==> config.mk <==
export PLATFORM = sky130hd
export DESIGN_NAME = tdm_xbar_router
export DESIGN_NICKNAME = d
export VERILOG_FILES = /design/src/rtl/tdm_xbar_pkg.sv /design/src/rtl/tdm_slot_timer.sv /design/src/rtl/tdm_slot_table.sv /design/src/rtl/tdm_link_stage.sv /design/src/rtl/tdm_xbar_mux.sv /design/src/rtl/tdm_xbar_router.sv
export SDC_FILE = /design/constraint.sdc
export NUM_CORES = 1
export LEC_CHECK = 0
export ABC_AREA = 1
export BUFFER_PORTS_ARGS = -buffer_cell sky130_fd_sc_hd__buf_2
export CAP_MARGIN = 15
export CORE_MARGIN = 4
export CORE_UTILIZATION = 35
export DETAILED_ROUTE_END_ITERATION = 8
export HOLD_SLACK_MARGIN = 0.1
export SYNTH_ARGS = -nofsm -noshare
export SYNTH_HDL_FRONTEND = slang
export SYNTH_SLANG_ARGS = --single-unit
==> constraint.sdc <==
create_clock -name clk -period 4.6 [get_ports clk]
set_input_delay 1.38 -clock clk [delete_from_list [all_inputs] [get_ports clk]]
set_output_delay 1.38 -clock clk [all_outputs]
set_load 0.05 [all_outputs]
==> src/rtl/tdm_xbar_pkg.sv <==
// Package: shared helpers and encodings for the time-slotted router crossbar.
// Assumes nothing beyond standard elaboration-time constant functions.
package tdm_xbar_pkg;

    // Width of an index able to address n items (at least one bit).
    function automatic int sel_width(input int n);
        return (n < 2) ? 1 : $clog2(n);
    endfunction

    // Meaning of the enable bit held in each schedule entry.
    typedef enum logic {
        ENTRY_IDLE  = 1'b0,
        ENTRY_ROUTE = 1'b1
    } entry_mode_e;

endpackage

==> src/rtl/tdm_slot_timer.sv <==
// Module: tdm_slot_timer
// Counts words within a slot and slots within the schedule wheel.
// Assumes WORDS_PER_SLOT >= 1 and SLOTS >= 1. The counter restarts at slot 0,
// word 0 on reset. boundary_o is high in the last word of every slot.
module tdm_slot_timer #(
    parameter int SLOTS          = 8,
    parameter int WORDS_PER_SLOT = 2,
    localparam int SLOT_W  = tdm_xbar_pkg::sel_width(SLOTS),
    localparam int PHASE_W = tdm_xbar_pkg::sel_width(WORDS_PER_SLOT)
) (
    input  logic              clk,
    input  logic              rst_n,
    output logic [SLOT_W-1:0] slot_o,
    output logic              boundary_o
);

    localparam logic [PHASE_W-1:0] LAST_PHASE = PHASE_W'(WORDS_PER_SLOT - 1);
    localparam logic [SLOT_W-1:0]  LAST_SLOT  = SLOT_W'(SLOTS - 1);

    logic [PHASE_W-1:0] phase_q;
    logic [SLOT_W-1:0]  slot_q;

    // Last word of the slot: the next edge starts a new slot.
    assign boundary_o = (phase_q == LAST_PHASE);
    assign slot_o     = slot_q;

    // Word counter within the current slot.
    always_ff @(posedge clk) begin
        if (!rst_n)          phase_q <= '0;
        else if (boundary_o) phase_q <= '0;
        else                 phase_q <= phase_q + 1'b1;
    end

    // Slot counter, stepping at each boundary and wrapping at the wheel size.
    always_ff @(posedge clk) begin
        if (!rst_n)                 slot_q <= '0;
        else if (boundary_o) begin
            if (slot_q == LAST_SLOT) slot_q <= '0;
            else                     slot_q <= slot_q + 1'b1;
        end
    end

endmodule

==> src/rtl/tdm_slot_table.sv <==
// Module: tdm_slot_table
// Holds one schedule entry per output and slot: an enable bit and a source lane.
// Writes land in a shadow copy at once. The active copy, which drives routing,
// takes over the shadow contents (including a write in that same cycle) at the
// edge that closes a slot. Assumes at most one write per cycle.
module tdm_slot_table #(
    parameter int NUM_PORTS = 4,
    parameter int SLOTS     = 8,
    localparam int PORT_W  = tdm_xbar_pkg::sel_width(NUM_PORTS),
    localparam int SLOT_W  = tdm_xbar_pkg::sel_width(SLOTS),
    localparam int ENTRY_W = PORT_W + 1
) (
    input  logic                        clk,
    input  logic                        rst_n,
    input  logic                        boundary_i,
    input  logic [SLOT_W-1:0]           slot_i,
    input  logic                        wr_en_i,
    input  logic [PORT_W-1:0]           wr_out_i,
    input  logic [SLOT_W-1:0]           wr_slot_i,
    input  logic                        wr_enable_i,
    input  logic [PORT_W-1:0]           wr_src_i,
    output logic [NUM_PORTS-1:0]        sel_en_o,
    output logic [NUM_PORTS*PORT_W-1:0] sel_port_o
);

    logic [ENTRY_W-1:0] shadow_q [NUM_PORTS][SLOTS];
    logic [ENTRY_W-1:0] active_q [NUM_PORTS][SLOTS];
    logic [ENTRY_W-1:0] wr_entry;

    // Entry image carried by the write port.
    assign wr_entry = {wr_enable_i, wr_src_i};

    for (genvar o = 0; o < NUM_PORTS; o++) begin : g_out
        for (genvar s = 0; s < SLOTS; s++) begin : g_slot
            logic               hit;
            logic [ENTRY_W-1:0] shadow_d;

            // This entry is addressed by the current write.
            assign hit      = wr_en_i && (int'(wr_out_i) == o) && (int'(wr_slot_i) == s);
            assign shadow_d = hit ? wr_entry : shadow_q[o][s];

            // Shadow copy follows writes immediately.
            always_ff @(posedge clk) begin
                if (!rst_n) shadow_q[o][s] <= '0;
                else        shadow_q[o][s] <= shadow_d;
            end

            // Active copy refreshed only when a slot closes.
            always_ff @(posedge clk) begin
                if (!rst_n)          active_q[o][s] <= '0;
                else if (boundary_i) active_q[o][s] <= shadow_d;
            end
        end

        // Read the entry governing the slot in force.
        always_comb begin
            sel_en_o[o]                    = active_q[o][slot_i][PORT_W];
            sel_port_o[o*PORT_W +: PORT_W] = active_q[o][slot_i][PORT_W-1:0];
        end
    end

endmodule

==> src/rtl/tdm_link_stage.sv <==
// Module: tdm_link_stage
// One register per input lane, standing for the link hop into the router.
// Assumes lanes are packed side by side, lane 0 in the low bits.
module tdm_link_stage #(
    parameter int NUM_PORTS = 4,
    parameter int LANE_W    = 20
) (
    input  logic                        clk,
    input  logic                        rst_n,
    input  logic [NUM_PORTS*LANE_W-1:0] lanes_i,
    output logic [NUM_PORTS*LANE_W-1:0] lanes_o
);

    for (genvar p = 0; p < NUM_PORTS; p++) begin : g_lane
        logic [LANE_W-1:0] lane_q;

        // Capture the incoming lane word every cycle, without looking at it.
        always_ff @(posedge clk) begin
            if (!rst_n) lane_q <= '0;
            else        lane_q <= lanes_i[p*LANE_W +: LANE_W];
        end

        assign lanes_o[p*LANE_W +: LANE_W] = lane_q;
    end

endmodule

==> src/rtl/tdm_xbar_mux.sv <==
// Module: tdm_xbar_mux
// Registered crossbar: each output picks one input lane or forces zero.
// Assumes the selection is valid for the cycle in which the lanes are present.
// A source index beyond the lane count is treated as idle.
module tdm_xbar_mux #(
    parameter int NUM_PORTS = 4,
    parameter int LANE_W    = 20,
    localparam int PORT_W = tdm_xbar_pkg::sel_width(NUM_PORTS)
) (
    input  logic                        clk,
    input  logic                        rst_n,
    input  logic [NUM_PORTS*LANE_W-1:0] lanes_i,
    input  logic [NUM_PORTS-1:0]        sel_en_i,
    input  logic [NUM_PORTS*PORT_W-1:0] sel_port_i,
    output logic [NUM_PORTS*LANE_W-1:0] lanes_o
);

    import tdm_xbar_pkg::*;

    for (genvar o = 0; o < NUM_PORTS; o++) begin : g_out
        logic [PORT_W-1:0] pick;
        logic              route;
        logic [LANE_W-1:0] out_q;

        assign pick  = sel_port_i[o*PORT_W +: PORT_W];
        // Route only for an enabled entry naming an existing lane.
        assign route = (sel_en_i[o] == ENTRY_ROUTE) && (int'(pick) < NUM_PORTS);

        // Crossbar register: chosen lane or all zero.
        always_ff @(posedge clk) begin
            if (!rst_n)     out_q <= '0;
            else if (route) out_q <= lanes_i[int'(pick)*LANE_W +: LANE_W];
            else            out_q <= '0;
        end

        assign lanes_o[o*LANE_W +: LANE_W] = out_q;
    end

endmodule

==> src/rtl/tdm_xbar_router.sv <==
// Module: tdm_xbar_router
// Top of the time-slotted router crossbar. Each lane bundles {valid, credit, data}.
// A word spends one cycle in the link stage and one in the crossbar stage. The
// crossbar follows the schedule entry of the slot in force while the word is in
// the link stage. Assumes the configuration writer issues at most one write per cycle.
module tdm_xbar_router #(
    parameter int NUM_PORTS      = 4,
    parameter int DATA_W         = 16,
    parameter int CREDIT_W       = 3,
    parameter int SLOTS          = 8,
    parameter int WORDS_PER_SLOT = 2,
    localparam int PORT_W = tdm_xbar_pkg::sel_width(NUM_PORTS),
    localparam int SLOT_W = tdm_xbar_pkg::sel_width(SLOTS)
) (
    input  logic                          clk,
    input  logic                          rst_n,
    input  logic [NUM_PORTS-1:0]          in_valid,
    input  logic [NUM_PORTS*DATA_W-1:0]   in_data,
    input  logic [NUM_PORTS*CREDIT_W-1:0] in_credit,
    output logic [NUM_PORTS-1:0]          out_valid,
    output logic [NUM_PORTS*DATA_W-1:0]   out_data,
    output logic [NUM_PORTS*CREDIT_W-1:0] out_credit,
    input  logic                          cfg_wr_en,
    input  logic [PORT_W-1:0]             cfg_wr_out,
    input  logic [SLOT_W-1:0]             cfg_wr_slot,
    input  logic                          cfg_wr_enable,
    input  logic [PORT_W-1:0]             cfg_wr_src,
    output logic [SLOT_W-1:0]             slot_now
);

    localparam int LANE_W = 1 + CREDIT_W + DATA_W;

    logic [NUM_PORTS*LANE_W-1:0] in_lanes;
    logic [NUM_PORTS*LANE_W-1:0] link_lanes;
    logic [NUM_PORTS*LANE_W-1:0] out_lanes;
    logic [NUM_PORTS-1:0]        sel_en;
    logic [NUM_PORTS*PORT_W-1:0] sel_port;
    logic                        boundary;

    // Pack and unpack the lane bundles.
    for (genvar p = 0; p < NUM_PORTS; p++) begin : g_pack
        assign in_lanes[p*LANE_W +: LANE_W] =
            {in_valid[p], in_credit[p*CREDIT_W +: CREDIT_W], in_data[p*DATA_W +: DATA_W]};
        assign out_valid[p]                      = out_lanes[p*LANE_W + LANE_W - 1];
        assign out_credit[p*CREDIT_W +: CREDIT_W] = out_lanes[p*LANE_W + DATA_W +: CREDIT_W];
        assign out_data[p*DATA_W +: DATA_W]       = out_lanes[p*LANE_W +: DATA_W];
    end

    tdm_slot_timer #(
        .SLOTS          (SLOTS),
        .WORDS_PER_SLOT (WORDS_PER_SLOT)
    ) timer_i (
        .clk        (clk),
        .rst_n      (rst_n),
        .slot_o     (slot_now),
        .boundary_o (boundary)
    );

    tdm_slot_table #(
        .NUM_PORTS (NUM_PORTS),
        .SLOTS     (SLOTS)
    ) table_i (
        .clk         (clk),
        .rst_n       (rst_n),
        .boundary_i  (boundary),
        .slot_i      (slot_now),
        .wr_en_i     (cfg_wr_en),
        .wr_out_i    (cfg_wr_out),
        .wr_slot_i   (cfg_wr_slot),
        .wr_enable_i (cfg_wr_enable),
        .wr_src_i    (cfg_wr_src),
        .sel_en_o    (sel_en),
        .sel_port_o  (sel_port)
    );

    tdm_link_stage #(
        .NUM_PORTS (NUM_PORTS),
        .LANE_W    (LANE_W)
    ) link_i (
        .clk     (clk),
        .rst_n   (rst_n),
        .lanes_i (in_lanes),
        .lanes_o (link_lanes)
    );

    tdm_xbar_mux #(
        .NUM_PORTS (NUM_PORTS),
        .LANE_W    (LANE_W)
    ) mux_i (
        .clk        (clk),
        .rst_n      (rst_n),
        .lanes_i    (link_lanes),
        .sel_en_i   (sel_en),
        .sel_port_i (sel_port),
        .lanes_o    (out_lanes)
    );

endmodule

==> results of run 1 <==
## synth_stat cells
cell      count
a21oi_1     126
buf_1         1
buf_2        60
buf_4        12
buf_6         3
clkbuf_1     53
clkinv_1      1
dfxtp_1     260
edfxtp_1     96
ha_1          2
inv_1       262
inv_2         7
mux2_2        9
nand2_1     393
nand3_1     361
nand3_2       6
nand4_1       2
nor2_1      271
nor3_1        4
nor3_2        1
nor3_4        1
nor4_1        1
o211ai_1      8
o21ai_0      46
o21ai_1      16
o22ai_1       2
## flip-flops by register name (all words and copies together), names as in the netlist
signal,flops
link_i.g_lane.lane_q,80
mux_i.g_out.out_q,80
table_i.active_q,96
table_i.shadow_q,96
timer_i.boundary_o,1
timer_i.slot_o,3
## layout make-up
cell class	count	area, µm²
multi-input cells	1249	5567
repair buffers	207	1146
inverters	270	1015
clock inverters	15	193.9
fillers	4475	25300
well taps	585	732.0
flip-flops and latches	356	8089
clock buffers	54	1125
## power groups by stage
stage          combinational, W  sequential, W  clock, W
3_3_place_gp            0.00129        0.00347         0
6_report                0.00132        0.00341   0.00321
3_5_place_dp            0.00130        0.00348         0
2_1_floorplan          0.000741        0.00367         0
4_1_cts                 0.00131        0.00341   0.00328
5_1_grt                 0.00144        0.00342   0.00342
## layer usage
layer  part of all wire  up-vias  routed length [µm]  track usage
met5                  0        -                   0            0
met4              0.032        0                1551      0.07314
met3              0.097      111                4669      0.04580
met2               0.44      681               20910       0.3005
met1               0.43     6306               20870       0.2804
li1                   -     6596                   -            -
## through the flow
stage / std cells / instance area (µm²)
after detailed placement: 2667 / 16550
after floorplan: 2004 / 15290
after global routing: 2736 / 17870
final: 2736 / 17870
after CTS: 2736 / 17870
after global placement: 2667 / 16550
## how the worst max path moves through the flow
| stage | slack, ns | depth (start not counted) | to | from |
|---|---|---|---|---|
| 6_report | 1.42 | 2 | slot_now[0] | timer_i.slot_o[0] |
| 5_1_grt | 1.33 | 2 | slot_now[0] | timer_i.slot_o[0] |
| 4_1_cts | 1.39 | 2 | slot_now[0] | timer_i.slot_o[0] |
| 3_5_place_dp | 1.23 | 5 | table_i.active_q[1][9] | rst_n |
| 3_3_place_gp | 1.18 | 5 | table_i.active_q[1][9] | rst_n |
| 2_1_floorplan | 0.58 | 4 | table_i.active_q[0][0] | rst_n |
## logic make-up (layout without fill, tap and decap cells)
family / count (synthesis) / in the layout / share of synthesized area
AO/OA/AOI/OAI: 198 / 198 / 0.06627
adder cells (fa/ha/maj): 2 / 2 / 0.001636
buffers and inverters: 399 / 546 / 0.1073
flip-flops: 356 / 356 / 0.5289
multiplexers: 9 / 9 / 0.006628
AND/OR/NAND/NOR: 1040 / 1040 / 0.2893
## worst max-delay path, cell delays in order (launching register included)
cell     delay, ns
dfxtp_2       0.33
buf_4         0.48
buf_2         0.38
==> impl_results.md, run 1 <==
* Outcome: finished, final reports clean
* Final Core Density at 0.4139
* Root Driver: clkbuf_16
* Most frequent cells in the layout: nand2_1, nand3_1, nor2_1
* Power Dens Cells at 444.5 nW/µm²
* TritonCTS clock tree: done
* DRC viols at 0
* Resize count post-CTS at 0
* Clk slew on worst S/H paths at around 0.06 ns
* TritonCTS Sinks at 356
* IR drop worst, VDD at about 220 µV
* P_sw at around 0.0023 W
* Routed wire length per instance at between 15 and 20 µm
* Synth top area share at 0.3404
* Synth top area cells: dfxtp_1, edfxtp_1, nand3_1
* Startpoint Class: flip-flop
* Die height at 217.0 µm
* WP data required at 3.22 ns
* Total number of vias at approximately 14000
* R2r setup slk at 1.81 ns
* Avg Cell Area, Syn at approximately 7.6 µm²
* Core area at between 40000 and 50000 µm²
* Unrepaired setup endpoints after global routing: no
* Clock Latency Late Sink at 0.58 ns
* Hold Path Class: flip-flop to flip-flop
* HPWL Detailed at 30790 µm
* Final Hold Viols at 0
* F_max at between 0.3 and 0.4 GHz
* Number of buffers created by CTS at 39
* Fin Hold WS at between 0.4 and 0.5 ns
* Yosys warning count at 0
* Final worst slack at ~1.4 ns
* Min cycle time layout at between 3 and 4 ns
* First-pass GRT wire length at 74570 µm
* Setup WS pre-CTS at about 1.2 ns
* Hold-critical path depth at 2
* N_diodes at 0
* Comb power frac at 0.167
* Clock power frac at 0.404
* Largest area contributor in the netlist: dfxtp_1
* Power share of the sequential group at 0.429
* Share of cells above drive strength 1 at 0.1362
* Row cnt at between 70 and 80
* Clock H-tree levels at 2
* Largest net degree at the start of global routing at 97
* Gr usage total at 0.1993
* Endpoint class of the critical path: output pin
* Hold_buf cts at 0
* Port Buf Inserts at between 150 and 200
* Internal at around 0.0056 W
* Nets at ~2200
* WHS Endpoint: table_i.shadow_q[0][2]
* Clock Skew at approximately 0.03 ns
* Area grow syn2layout at 16.84%
* Worst hold path startpoint: table_i.shadow_q[0][2]
* Routed Antenna Nets at 0
* Initial antenna violation count at 0
* Reg2Reg Depth at 9
* Die area at 47100 µm²
* Commonest non-fill, non-tap cell in the layout: nand2_1
* Final setup violation count at 0
* Syn Nets at between 2000 and 2500
* GRT Residual Overflow at 0
* Pre-Repair DR Iteration Count at 6
* Area of the mapped netlist at 15290 µm²
* Arr. time, crit path at approximately 1.8 ns
* Worst Tran Pin Value at around 1.1 ns
* CP max FO at 50
* Net Sw Frac at 0.2954
* Tcrit/Tclk final at 0.6916
* Starting density of the core at 0.3542
* R2R Path End: mux_i.g_out[0].out_q[8]
* Vias in the first global route at roughly 13000
* Vias/cell at between 5 and 6
* TNS Setup at 0 ns
* Synth Register Bits at ~360
* Final Max Slew Viols at 0
* Kind of critical path: flip-flop to output pin
* Max_cap viols at 0
* Seq/Total Area, Yosys at 0.5289
* Synth cell types at 26
* Postcts setup bufs at 0
* Initial drt markers at 1257
* Final Power at 0.007942 W
* Slew Limit Headroom at 0.2717
* IO Pins at between 150 and 200
* Leakage power at around 8.4 nW
* DRT Wirelength at 48000 µm
* Reg-to-Reg Start: timer_i.slot_o[0]
* Gp weighted congestion at approximately 0.9
* Clk buf depth at 3
* Synthesized instance count at approximately 2000
* Die width at 217.0 µm
Note: power is estimated with default switching activity, not from simulation.
==> run 2: changes to the inputs <==
ABC_AREA = 0   (was 1)
clock period = 3.26 ns   (was 4.6 ns; I/O delays follow)
==> run 2 against run 1 <==
Area after synthesis fell by 3.8%; first-iteration DRC count fell by 44%; hold slack got worse by 0.039 ns; largest cell class unchanged; sequential share of layout area rose by 1.3 points; critical endpoint is now slot_now[1].
==> impl_results.md, run 2 <==
* Final Power at 0.01040 W (+31%)
* DRC viols at 0 (unchanged)
* Synth top area share at 0.3539 (+0.01349)
* Most frequent cells in the layout: dfxtp_1, and2_1, mux2i_1
* IR drop worst, VDD at 317.2 µV (+45%)
* Critical-path top delay cell: dfxtp_1
* Synth top area cells: dfxtp_1, edfxtp_1, mux2i_1
* Post-synth top flop: dfxtp_1
* Setup WS pre-CTS at 0.5359 ns (-0.6981 ns)
* Power Dens Cells at 598.5 nW/µm² (+35%)
* Final Max Slew Viols at 0 (unchanged)
* Seq/Total Area, Yosys at 0.5498 (+0.02096)
* Fin Hold WS at 0.4322 ns (-0.03947 ns)
* Min cycle time layout at 2.676 ns
* Synth Register Bits at 356 (unchanged)
* Tcrit/Tclk final at 0.8210
* Total number of vias at 10340 (-24%)
* Most frequent cell after synthesis: dfxtp_1
* WP data required at 2.28 ns (-0.94 ns)
* Area of the mapped netlist at 14710 µm² (-3.8%)
* Final Hold Viols at 0 (unchanged)
* Core area at 41200 µm² (-4.6%)
* Yosys warning count at 0 (unchanged)
* Clk buf depth at 3 (unchanged)
* Gp weighted congestion at 0.7805 (-14%)
* Post-route cell area at 17380 µm² (-2.8%)
* Top post-synthesis cells by count: dfxtp_1, and2_1, mux2i_1
* Slew Limit Headroom at 0.3799 (+0.1082)
* Commonest non-fill, non-tap cell in the layout: dfxtp_1
* Routed Antenna Nets at 0 (unchanged)
* Share of cells above drive strength 1 at 0.2178 (+0.08163)
* Buffers & Inverters on Critical Path at 2 (unchanged)
* Worst Tran Pin Value at 0.9302 ns (-0.1623 ns)
* Fillcell total at 3866 (-14%)
* Vias/cell at 5.227 (+4.4%)
* Crit path cell chain: buf_12 -> buf_2
* Area grow syn2layout at 18.13%
* DP Area at 16060 µm² (-3.0%)
* Root Driver: clkbuf_16
* Synthesized instance count at 1279 (-36%)
* GRT Residual Overflow at 0 (unchanged)
* F_max at between 0.3 and 0.4 GHz
* Port Buf Inserts at 173 (unchanged)
* Final setup violation count at 0 (unchanged)
* Syn Nets at 1372 (-35%)
* IO Pins at 174 (unchanged)
* Endpoint class of the critical path: output pin
* Arr. time, crit path at 1.70 ns (-0.10 ns)
* Largest area contributor in the netlist: dfxtp_1
* Unrepaired setup endpoints after global routing: no
* Clk slew on worst S/H paths at 0.06 ns (about the same)
* Die area at 45370 µm² (-3.7%)
* Top flop regs: table_i.active_q: 96 flops, table_i.shadow_q: 96 flops
* Worst hold path startpoint: timer_i.boundary_o
* Post-synthesis async set-or-reset flop share at 0 (unchanged)
* Die width at 213 µm (-1.9%)
* HPWL Detailed at 25100 µm (-18%)
* Clock Skew at 0.02673 ns (-0.003162 ns)
* Die height at 213 µm (-1.9%)
* Starting density of the core at 0.3570 (+0.002780)
* Pre-Repair DR Iteration Count at 5 (-1)
* Initial antenna violation count at 1 (+1)
* Number of buffers created by CTS at 39 (unchanged)
* Kind of critical path: flip-flop to output pin
* Largest net degree at the start of global routing at 101 (+4.1%)
* Startpoint Class: flip-flop
* Outcome: finished, final reports clean
* TritonCTS clock tree: done
* TNS Setup at 0 ns (unchanged)
* Row cnt at 74 (-2.6%)
* Initial drt markers at 708 (-44%)
* Number of synthesized flops with an enable pin at 96 (unchanged)
* TritonCTS Sinks at 356 (unchanged)
* Hold_buf cts at 0 (unchanged)
* Resize count post-CTS at 0 (unchanged)
* Hold Path Class: flip-flop to flip-flop
* Routed wire length per instance at 20.30 µm (+16%)
* Critical Path Source: timer_i.slot_o[1]
* First-pass GRT wire length at 60970 µm (-18%)
* Crit path largest cell delay at 0.58 ns (+0.10 ns)
* Reg-to-Reg Start: timer_i.slot_o[0]
* Clock Latency Late Sink at 0.57 ns (about the same)
* Final worst slack at 0.5837 ns (-0.8348 ns)
* Avg Cell Area, Syn at 11.50 µm² (+51%)
* Synth cell types at 33 (+27%)
* N_diodes at 0 (unchanged)
* Clock H-tree levels at 2 (unchanged)
* Max_cap viols at 0 (unchanged)
* Cell family with the largest share of critical-path delay: flip-flops
* Vias in the first global route at 10410 (-21%)
* Leakage power at 7.309 nW (-13%)
* Gr usage total at 0.1724 (-0.02685)
* Nets at 1508 (-32%)
* DRT Wirelength at 40150 µm (-16%)
* CP max FO at 19 (-62%)
* Postcts setup bufs at 0 (unchanged)
run 2: cell count changes after synthesis, moves of 94 or more:
cell,previous run,this run
nand2_1,393,3
nor2_1,271,2
nand3_1,361,96
inv_1,262,6
and2_1,0,179
mux2i_1,0,178
a21oi_1,126,0
a21boi_1,0,94
run 2: power breakdown:
part	internal (W)	switching (W)	leakage [nW]	total, W
Sequential	0.00470	0.0000996	3.16	0.00480
Clock	0.00269	0.00180	0.649	0.00449
Combinational	0.000427	0.000680	3.50	0.00111
run 2: logic make-up after synthesis:
family | Yosys count | synth area share
flops | 356 | 0.5498
simple gates | 313 | 0.1290
compound gates | 281 | 0.1195
mux | 198 | 0.1518
buf+inv | 129 | 0.04815
fa+ha+maj | 2 | 0.001701
run 2: stage by stage:
stage | util | instances
2_1_floorplan | - | 1279
3_5_place_dp | 0.3898 | 1906
5_1_grt | 0.4217 | 1978
4_1_cts | 0.4217 | 1978
3_3_place_gp | 0.3898 | 1906
6_report | 0.4217 | 1978
run 2: routing by layer:
layer | routed length, µm | track usage | up-vias | share of wire
met4 | 915 | 0.05953 | 2 | 0.023
met2 | 18070 | 0.2672 | 312 | 0.45
met3 | 2654 | 0.03556 | 64 | 0.066
met5 | 13 | 0 | - | 0.00032
li1 | - | - | 4898 | -
met1 | 18500 | 0.2413 | 5063 | 0.46
run 2: layout make-up:
cell class,instances,area (µm²),share of cell area
sequential,356,8090,0.4656
multi-input combinational,794,5971,0.3436
timing repair buffer,218,1306,0.07518
clock buffer,56,1142,0.06575
tap,532,665.6,0.03831
clock inverter,16,173.9,0.01001
inverter,6,26.28,0.001512
run 2: path summary, 6_finish.rpt:
path,endpoint,slack [ns],cells after the start
hold / removal,timer_i.boundary_o,0.43,1
hold reg to reg,timer_i.boundary_o,0.43,1
setup / recovery,slot_now[1],0.58,2
setup reg to reg,mux_i.g_out[0].out_q[2],0.62,6
run 2: worst reg2reg max path, stage by stage, from the launching register on:
cell     delay (ns)
dfxtp_2        0.58
buf_4          0.24
mux2i_1        0.36
mux4_2         0.68
buf_12         0.26
mux2i_1        0.28
o22ai_1        0.11
